[src/rtl/ovl_pkg.sv]
`timescale 1ns/1ps
// Shared types for the overlay compositor.
// Assumes 8-bit colour lanes and a 17-bit channel control word.
package ovl_pkg;
    localparam int PIX_W   = 8;
    localparam int COORD_W = 16;

    // Source of the blend weight
    typedef enum logic [1:0] {
        AM_GLOBAL  = 2'd0,
        AM_PIXEL   = 2'd1,
        AM_PIX_GLB = 2'd2,
        AM_SPARE   = 2'd3
    } amode_e;

    // Channel control word, MSB first: [16:9] galpha, [8] under_zero,
    // [7] layer_one, [6:5] amode, [4] en, [3:0] src_sel
    typedef struct packed {
        logic [PIX_W-1:0] galpha;
        logic             under_zero;
        logic             layer_one;
        amode_e           amode;
        logic             en;
        logic [3:0]       src_sel;
    } chan_ctrl_t;

    localparam int CTRL_W = $bits(chan_ctrl_t);
endpackage

[src/rtl/ovl_region_hit.sv]
`timescale 1ns/1ps
// Classifies a pixel coordinate against the layer window (inclusive
// corners) and the output raster. Purely combinational.
// Assumes corner words pack x in the upper half and y in the lower half.
module ovl_region_hit #(
    parameter int COORD_W = 16
) (
    input  logic [COORD_W-1:0]   x,
    input  logic [COORD_W-1:0]   y,
    input  logic [2*COORD_W-1:0] win_start,
    input  logic [2*COORD_W-1:0] win_end,
    input  logic [2*COORD_W-1:0] out_size,
    output logic                 in_win,
    output logic                 in_raster
);
    logic [COORD_W-1:0] x0, y0, x1, y1, wm1, hm1;

    // Split the packed corner and size words
    always_comb begin
        x0  = win_start[2*COORD_W-1:COORD_W];
        y0  = win_start[COORD_W-1:0];
        x1  = win_end[2*COORD_W-1:COORD_W];
        y1  = win_end[COORD_W-1:0];
        wm1 = out_size[2*COORD_W-1:COORD_W];
        hm1 = out_size[COORD_W-1:0];
    end

    // Inclusive window and raster comparisons
    always_comb begin
        in_win    = (x >= x0) && (x <= x1) && (y >= y0) && (y <= y1);
        in_raster = (x <= wm1) && (y <= hm1);
    end
endmodule

[src/rtl/ovl_alpha_gen.sv]
`timescale 1ns/1ps
// Selects the effective blend weight from pixel alpha, global alpha,
// or their rounded normalised product. Purely combinational.
// Assumes full scale equals 2**PIX_W - 1.
module ovl_alpha_gen
    import ovl_pkg::*;
#(
    parameter int PIX_W = 8
) (
    input  amode_e           mode,
    input  logic [PIX_W-1:0] pix_a,
    input  logic [PIX_W-1:0] glb_a,
    output logic [PIX_W-1:0] eff_a
);
    localparam int PW   = 2*PIX_W + 1;
    localparam int MAXV = (1 << PIX_W) - 1;
    localparam int HALF = MAXV / 2;

    logic [PW-1:0] prod;
    logic [PW-1:0] quot;

    // Rounded product of the two alphas, rescaled to full scale
    always_comb begin
        prod = PW'(pix_a) * PW'(glb_a) + PW'(HALF);
        quot = prod / PW'(MAXV);
    end

    // Mode selection; the spare code falls back to global
    always_comb begin
        unique case (mode)
            AM_PIXEL:   eff_a = pix_a;
            AM_PIX_GLB: eff_a = quot[PIX_W-1:0];
            default:    eff_a = glb_a;
        endcase
    end
endmodule

[src/rtl/ovl_blend_lane.sv]
`timescale 1ns/1ps
// One colour lane: round((fl*layer + fu*under) / MAX), saturated.
// fl is alpha or full scale; fu is (MAX - alpha) or zero.
module ovl_blend_lane #(
    parameter int PIX_W = 8
) (
    input  logic [PIX_W-1:0] layer,
    input  logic [PIX_W-1:0] under,
    input  logic [PIX_W-1:0] alpha,
    input  logic             layer_one,
    input  logic             under_zero,
    output logic [PIX_W-1:0] result
);
    localparam int SW   = 2*PIX_W + 2;
    localparam int MAXV = (1 << PIX_W) - 1;
    localparam int HALF = MAXV / 2;

    logic [PIX_W-1:0] fl, fu;
    logic [SW-1:0]    acc;
    logic [SW-1:0]    quot;

    // Pick the two multiplier factors
    always_comb begin
        fl = layer_one  ? PIX_W'(MAXV) : alpha;
        fu = under_zero ? '0 : PIX_W'(MAXV) - alpha;
    end

    // Weighted sum, rounded division, saturation
    always_comb begin
        acc    = SW'(fl) * SW'(layer) + SW'(fu) * SW'(under) + SW'(HALF);
        quot   = acc / SW'(MAXV);
        result = (quot > SW'(MAXV)) ? PIX_W'(MAXV) : quot[PIX_W-1:0];
    end
endmodule

[src/rtl/ovl_compositor.sv]
`timescale 1ns/1ps
// Windowed alpha overlay compositor, two-cycle pipeline.
// Stage 1 classifies the pixel and forms the weight; stage 2 blends.
// Assumes configuration is sampled with the pixel it applies to.
module ovl_compositor
    import ovl_pkg::*;
#(
    parameter int                COORD_W   = 16,
    parameter int                PIX_W     = 8,
    parameter int                LANES     = 3,
    parameter int                CH_ID     = 0,
    parameter int                ROUTE_W   = 2,
    parameter logic [ROUTE_W-1:0] COMP_CODE = 2'd2
) (
    input  logic                        clk,
    input  logic                        rst_n,
    input  logic                        in_valid,
    input  logic                        in_hsync,
    input  logic                        in_vsync,
    input  logic [COORD_W-1:0]          in_x,
    input  logic [COORD_W-1:0]          in_y,
    input  logic [(LANES+1)*PIX_W-1:0]  in_rgba,
    input  logic [2*COORD_W-1:0]        cfg_win_start,
    input  logic [2*COORD_W-1:0]        cfg_win_end,
    input  logic [2*COORD_W-1:0]        cfg_out_size,
    input  logic [CTRL_W-1:0]           cfg_chan_ctrl,
    input  logic [ROUTE_W-1:0]          cfg_route,
    input  logic [LANES*PIX_W-1:0]      cfg_bg_rgb,
    output logic                        out_valid,
    output logic                        out_hsync,
    output logic                        out_vsync,
    output logic [LANES*PIX_W-1:0]      out_rgb
);
    localparam int RGB_W = LANES * PIX_W;
    localparam logic [3:0] SRC_CODE = 4'(CH_ID + 1);

    chan_ctrl_t       ctrl;
    logic             hit_win, hit_raster, layer_on;
    logic [PIX_W-1:0] eff_a;

    logic             s1_valid, s1_hs, s1_vs, s1_on, s1_lone, s1_uzero;
    logic [PIX_W-1:0] s1_alpha;
    logic [RGB_W-1:0] s1_layer, s1_bg, mix_rgb;

    // Decode the control word
    always_comb ctrl = chan_ctrl_t'(cfg_chan_ctrl);

    ovl_region_hit #(.COORD_W(COORD_W)) u_region (
        .x         (in_x),
        .y         (in_y),
        .win_start (cfg_win_start),
        .win_end   (cfg_win_end),
        .out_size  (cfg_out_size),
        .in_win    (hit_win),
        .in_raster (hit_raster)
    );

    ovl_alpha_gen #(.PIX_W(PIX_W)) u_alpha (
        .mode  (ctrl.amode),
        .pix_a (in_rgba[PIX_W-1:0]),
        .glb_a (ctrl.galpha),
        .eff_a (eff_a)
    );

    // Layer takes part only when enabled, selected, routed and in window
    always_comb layer_on = ctrl.en && (ctrl.src_sel == SRC_CODE)
                           && (cfg_route == COMP_CODE) && hit_win;

    // Stage 1: capture classification, weight and colours
    always_ff @(posedge clk) begin
        if (!rst_n) begin
            s1_valid <= 1'b0;
            s1_hs    <= 1'b0;
            s1_vs    <= 1'b0;
            s1_on    <= 1'b0;
            s1_lone  <= 1'b0;
            s1_uzero <= 1'b0;
            s1_alpha <= '0;
            s1_layer <= '0;
            s1_bg    <= '0;
        end else begin
            s1_valid <= in_valid && hit_raster;
            s1_hs    <= in_hsync;
            s1_vs    <= in_vsync;
            s1_on    <= layer_on;
            s1_lone  <= ctrl.layer_one;
            s1_uzero <= ctrl.under_zero;
            s1_alpha <= eff_a;
            s1_layer <= in_rgba[(LANES+1)*PIX_W-1:PIX_W];
            s1_bg    <= cfg_bg_rgb;
        end
    end

    // One blend lane per colour component
    for (genvar i = 0; i < LANES; i++) begin : g_lane
        ovl_blend_lane #(.PIX_W(PIX_W)) u_lane (
            .layer      (s1_layer[i*PIX_W +: PIX_W]),
            .under      (s1_bg[i*PIX_W +: PIX_W]),
            .alpha      (s1_alpha),
            .layer_one  (s1_lone),
            .under_zero (s1_uzero),
            .result     (mix_rgb[i*PIX_W +: PIX_W])
        );
    end

    // Stage 2: choose blended or background colour, register outputs
    always_ff @(posedge clk) begin
        if (!rst_n) begin
            out_valid <= 1'b0;
            out_hsync <= 1'b0;
            out_vsync <= 1'b0;
            out_rgb   <= '0;
        end else begin
            out_valid <= s1_valid;
            out_hsync <= s1_hs;
            out_vsync <= s1_vs;
            out_rgb   <= s1_on ? mix_rgb : s1_bg;
        end
    end
endmodule

[config.mk]
export PLATFORM = sky130hd
export DESIGN_NAME = ovl_compositor
export DESIGN_NICKNAME = d
export VERILOG_FILES = /design/src/rtl/ovl_pkg.sv /design/src/rtl/ovl_region_hit.sv /design/src/rtl/ovl_alpha_gen.sv /design/src/rtl/ovl_blend_lane.sv /design/src/rtl/ovl_compositor.sv
export SDC_FILE = /design/constraint.sdc
export NUM_CORES = 2
export LEC_CHECK = 0
export ABC_AREA = 1
export BUFFER_PORTS_ARGS = -buffer_cell sky130_fd_sc_hd__buf_2
export CELL_PAD_IN_SITES_DETAIL_PLACEMENT = 1
export CELL_PAD_IN_SITES_GLOBAL_PLACEMENT = 2
export CORE_ASPECT_RATIO = 1.2
export CORE_MARGIN = 1
export CORE_UTILIZATION = 38
export DETAILED_ROUTE_END_ITERATION = 12
export GPL_ROUTABILITY_DRIVEN = 0
export HOLD_SLACK_MARGIN = 0.05
export PLACE_DENSITY_LB_ADDON = 0.25
export SLEW_MARGIN = 30
export SYNTH_ARGS = -nofsm -noshare
export SYNTH_HDL_FRONTEND = slang
export SYNTH_SLANG_ARGS = --single-unit
[constraint.sdc]
create_clock -name clk -period 15.9 [get_ports clk]
set_clock_uncertainty 0.2 [all_clocks]
set_input_delay 1.59 -clock clk [delete_from_list [all_inputs] [get_ports clk]]
set_output_delay 1.59 -clock clk [all_outputs]
set_load 0.005 [all_outputs]
After elaboration in Yosys (flattened, before gate mapping)
Index checks and enable logic that the tools add are counted.
{"block": "totals", "wordCells": 60, "regBits": 89, "input_bits": 208, "output_inout_bits": 27}
{"block": "classes", "n_addsub": 8, "magnitude_cmp": 9, "n_mux": 7, "multipliers": 7, "n_eq_ne": 4, "n_reduce_logical": 8, "n_div": 4}
{"operator": "$mul 8x8->16", "count": 7}
{"operator": "$le 16x16->1", "count": 4}
{"operator": "$add 18x7->18 const B", "count": 3}
{"operator": "$div 18x8->18 const B", "count": 3}
{"operator": "$gt 18x8->1 const B", "count": 3}
{"operator": "$add 16x16->17", "count": 3}
{"operator": "$mux 8", "count": 5}
{"operator": "$ge 16x16->1", "count": 2}
{"operator": "$mux 24", "count": 1}
{"operator": "$add 16x7->17 const B", "count": 1}
{"operator": "$div 17x8->17 const B", "count": 1}
{"operator": "$pmux 8 s2", "count": 1}
{"operator": "$logic_and 1x1->1", "count": 8}
{"operator": "$sub 8x8->8 const A", "count": 1}
{"operator": "$eq 2x2->1 const B", "count": 2}
{"operator": "$eq 4x1->1 const B", "count": 1}
{"operator": "$eq 2x1->1 const B", "count": 1}

Longest topological paths before layout
{"block": "logic_depth", "ltp_word": 9, "ltp_mapped": 86}

By module
A second synthesis with hierarchy kept.
{"block": "hier_totals", "hier_cells": 5195, "area_unflattened_um2": 33204.3}
{"mod": "ovl_blend_lane (g_lane[1].u_lane)", "cells_per_inst": 1225, "instances": 1, "area_each_um2": 7662.3, "seq_area_each_um2": 0.0}
{"mod": "ovl_blend_lane (g_lane[0].u_lane)", "cells_per_inst": 1168, "instances": 1, "area_each_um2": 7583.5, "seq_area_each_um2": 0.0}
{"mod": "ovl_blend_lane (g_lane[2].u_lane)", "cells_per_inst": 1177, "instances": 1, "area_each_um2": 7533.5, "seq_area_each_um2": 0.0}
{"mod": "ovl_alpha_gen", "cells_per_inst": 900, "instances": 1, "area_each_um2": 5186.2, "seq_area_each_um2": 0.0}
{"mod": "ovl_compositor", "cells_per_inst": 311, "instances": 1, "area_each_um2": 2693.8, "seq_area_each_um2": 1781.7}
{"mod": "ovl_region_hit", "cells_per_inst": 414, "instances": 1, "area_each_um2": 2544.9, "seq_area_each_um2": 0.0}

Worst setup path after synthesis
Ideal clock, no wire load.
{"block": "synth_timing", "path_kind": "register to register", "startpoint": "reg s1_uzero", "endpoint": "reg out_rgb[16]", "t_arrival_ns": 10.579, "required_ns": 15.591, "stages_incl_launch_ff": 76, "period_less_slack_ns": 10.887, "n_path_buf": 2, "setup_slack_ns": 5.013, "setup_time_ns": 0.109, "path_cell_list": "dfxtp_1 > clkbuf_1 > nor2_1 > clkinv_1 > clkbuf_1 > nor2_1 > fa_1 > fa_1 > inv_1 > fa_1 > fa_1 > inv_1 > fa_1 > inv_1 > fa_1 > inv_1 > ha_1 > nand2_2 > [40 not listed] > nand3_1 > nor2_2 > nand2_2 > nand2_4 > nand2_2 > nand2_1 > inv_2 > ha_1 > nand3_2 > nor2_4 > a21oi_1 > nand3_1 > nand3_1 > nor2_1 > nand2_1 > nand3_1 > nand2_1 > inv_1"}
{"block": "synth_between", "elab_chain_cells": 8}
{"element": "start: declaration", "line": "ovl_compositor.sv:41", "source": "logic s1_valid, s1_hs, s1_vs, s1_on, s1_lone, s1_uzero;"}
{"element": "start signal: assignment", "line": "ovl_compositor.sv:87", "source": "s1_uzero <= ctrl.under_zero;"}
{"element": "$mux 8 *", "line": "ovl_blend_lane.sv:25", "source": "fu = under_zero ? '0 : PIX_W'(MAXV) - alpha;"}
{"element": "$mul 8x8->16 *", "line": "ovl_blend_lane.sv:30", "source": "acc = SW'(fl) * SW'(layer) + SW'(fu) * SW'(under) + SW'(HALF);"}
{"element": "$add 16x16->17 *", "line": "ovl_blend_lane.sv:30"}
{"element": "$add 18x7->18 *", "line": "ovl_blend_lane.sv:30"}
{"element": "$div 18x8->18 *", "line": "ovl_blend_lane.sv:31", "source": "quot = acc / SW'(MAXV);"}
{"element": "$gt 18x8->1", "line": "ovl_blend_lane.sv:32", "source": "result = (quot > SW'(MAXV)) ? PIX_W'(MAXV) : quot[PIX_W-1:0];"}
{"element": "$mux 8 *", "line": "ovl_blend_lane.sv:32"}
{"element": "$mux 24 *", "line": "ovl_compositor.sv:117", "source": "out_rgb <= s1_on ? mix_rgb : s1_bg;"}
{"element": "end signal: assignment", "line": "ovl_compositor.sv:117"}
{"element": "end: declaration", "line": "ovl_compositor.sv:32", "source": "output logic [LANES*PIX_W-1:0] out_rgb"}
Mark *: on every way between the ends. The rest lies on a longest branch, timed or not.
A chain may end at the register's enable or synchronous reset.

Final worst setup path
{"block": "layout_timing", "startpoint": "reg s1_uzero", "endpoint": "reg out_rgb[8]"}
Same word-level chain as after synthesis.

==> results.ini <==
[flow_run]
drv_cap=0

[clock_tree]
postCtsSetupRepairBufs=0
cts-root-buf=clkbuf_16
h-tree-depth=3
cts_sinks=89
cts_buffers=9
cts-resized-gates=0
cts_buffer_depth=2
path_clk_slew_ns=0.07
clk_latency_ns=0.41
postCtsHoldBufs=0
tritoncts=built

[sta]
hold_viol=0
fmax_ghz=0.07711
min_period_over_period_pct=81.56
tightest_slew_ns=1.043
finalSetupViolCount=0
grt_setup_unrepaired=no
relSlewSlack_pct=30.19
period_minus_slack_ns=12.97
final.setup.tns_ns=0
slew_violations=0

[synth]
synth_fa_ha_area_share_pct=35.07
ys_seq_area_share_pct=5.689
synth_edf_count=0
synth_xor_area_share_pct=2.153
ys_types=63
synthCells=4751
synth_top_cell_by_area=fa_1
synth.area.mux_share_pct=0
yosys-top-cells-count=nand2_1 (1,110), inv_1 (1,106), nor2_1 (482), ha_1 (345), fa_1 (333)
syn_area_per_cell_um2=6.592
yosys_warnings=0
synth_top_family_by_area=simple AND/OR/NAND/NOR gates
synthMostInstantiatedCell=nand2_1
ys_async_sr_fraction_pct=0
synth-simple-area-share_pct=35.16
synth-compound-area-share_pct=7.135
synth.top_cell.area_share_pct=21.29
ys_ff_latch=89
synth_fp_nets=5637
synth_area_mm2=0.03132
synthFlopType=dfxtp_1
synthTopCellsByArea=fa_1 (21%), ha_1 (14%), nand2_1 (13%)

[drt]
vias_per_cell=4.917
dr.pass1.iters=5
drcViolationCount=0
ant_nets=0
vias=29570
totalWireLength_mm=96.70
wire_per_inst_um=16.08
drt_iter0_drc=1071

[floorplanning]
ios=235
rows=114
die-height_um=316.5
coreArea_mm2=0.08102
die_area_mm2=0.08357
die_w_um=264.1
initial_utilization_pct=38.66

[critical_path]
startpoint=s1_uzero
slowest_delay_ns=0.78
required_ns=16.02
path_delay_family=simple AND/OR/NAND/NOR gates
reg2reg_from=s1_uzero
critPathKind=flip-flop to flip-flop
worst-r2r-cell-count=69
cp_max_fo=18
cpMostUsedCell=nand2_1
cp-end-kind=flip-flop
r2r_setup_slack_ns=2.93
cp.arrival_ns=13.09
r2r_end=out_rgb[8]
crit_end=out_rgb[8]
worst-path-stages=69
cp_num_buf_inv=9
start_kind=flip-flop
critPathSlowestCell=clkinv_1

[global_route]
grt_pass1_wl_mm=160.5
grt-ovfl-total=0
grt_usage_pct=23.81
grt_max_degree=55
antenna_found_initial=10
grt_pass1_vias=31760

[final_layout]
areaGrowthSynthToFinish_pct=8.669
design_area_mm2=0.03403
fill_cells=10840
layout-drive-gt1-share_pct=14.05
final_util_pct=42.01
nets=5843

[placed_design]
port_buffers=234
dpl.hpwl_mm=84.49
place_area_mm2=0.03371

[run_status]
status=finished clean

[min_path]
hold_path_class=flip-flop to flip-flop

==> sequential cells by signal (all words and copies together), names as in the netlist, 8 cells and up <==
signal / cells
out_rgb: 24
s1_alpha: 8
s1_bg: 24
s1_layer: 24
==> per-stage QoR <==
step | hold WS [ns] | instances | setup slack, ns
2_1_floorplan | 0.1905 | 4751 | 5.013
3_3_place_gp | 0.1940 | 5990 | 3.097
3_5_place_dp | 0.2061 | 5990 | 2.889
4_1_cts | 0.2251 | 6006 | 2.818
5_1_grt | 0.2478 | 6013 | 1.679
6_report | 0.2186 | 6014 | 2.932
==> cell families (layout without fill, tap and decap cells) <==
logic type | count (synthesis) | after routing
and+or+nand+nor | 2317 | 2317
buffers and inverters | 1231 | 1442
adders and majority gates | 678 | 678
AOI/OAI and AO/OA | 365 | 365
DFF | 89 | 89
xor gates and xnor gates | 71 | 71
other | 0 | 8
==> cells in the final DEF, fill, tap and decap left out, types with 16 or more instances in the layout <==
cell type / n
ha_1: 345
a21oi_1: 113
o21ai_0: 84
xor2_1: 51
nor2_4: 31
nand3b_1: 16
nand2_4: 34
nand2_2: 130
nor2_1: 482
buf_2: 233
nand3_2: 55
fa_1: 333
o221ai_1: 24
inv_2: 57
nor2_2: 53
inv_1: 1106
buf_4: 18
dfxtp_1: 89
o21ai_1: 45
nand2_1: 1110
xnor2_1: 16
nand4_1: 74
nand3_1: 273
==> layer usage <==
layer  GRT usage [%]  up-vias  part of all wire (%)
met3           2.174      111                   3.2
met1           28.69    14180                    43
met5               0        -                 0.042
met2           45.13      401                    52
met4           5.801        6                   2.2
li1                -    14870                     -
==> worst min-delay path by stage <==
| stage | start | endpoint | slack [ns] | cells after the start |
|---|---|---|---|---|
| floorplan | s1_hs | out_hsync | 0.19 | 2 |
| global placement | s1_vs | out_vsync | 0.19 | 2 |
| detailed placement | s1_valid | out_valid | 0.21 | 2 |
| CTS | s1_vs | out_vsync | 0.23 | 2 |
| global route | s1_vs | out_vsync | 0.25 | 2 |
| finish | s1_vs | out_vsync | 0.22 | 2 |
==> worst min-delay path, cell delays in order (launching register included) <==
cell and delay, ns:
dfxtp_1 0.31, nand2_1 0.05, inv_1 0.04
==> final cells by class <==
cell class              count  area (µm²)  share of cell area, %
diodes                      8       20.02                0.05882
well taps                1044        1306                  3.838
multi-input cells        3431       24900                  73.17
flip-flops and latches     89        1782                  5.235
inverters                1175        4415                  12.97
clock buffers              11       242.7                 0.7132
clock inverters             5       63.81                 0.1875
repair buffers            251        1301                  3.823
Power is not shown: default switching activity piles up to over one toggle a cycle in this logic, so the estimate is an artifact.
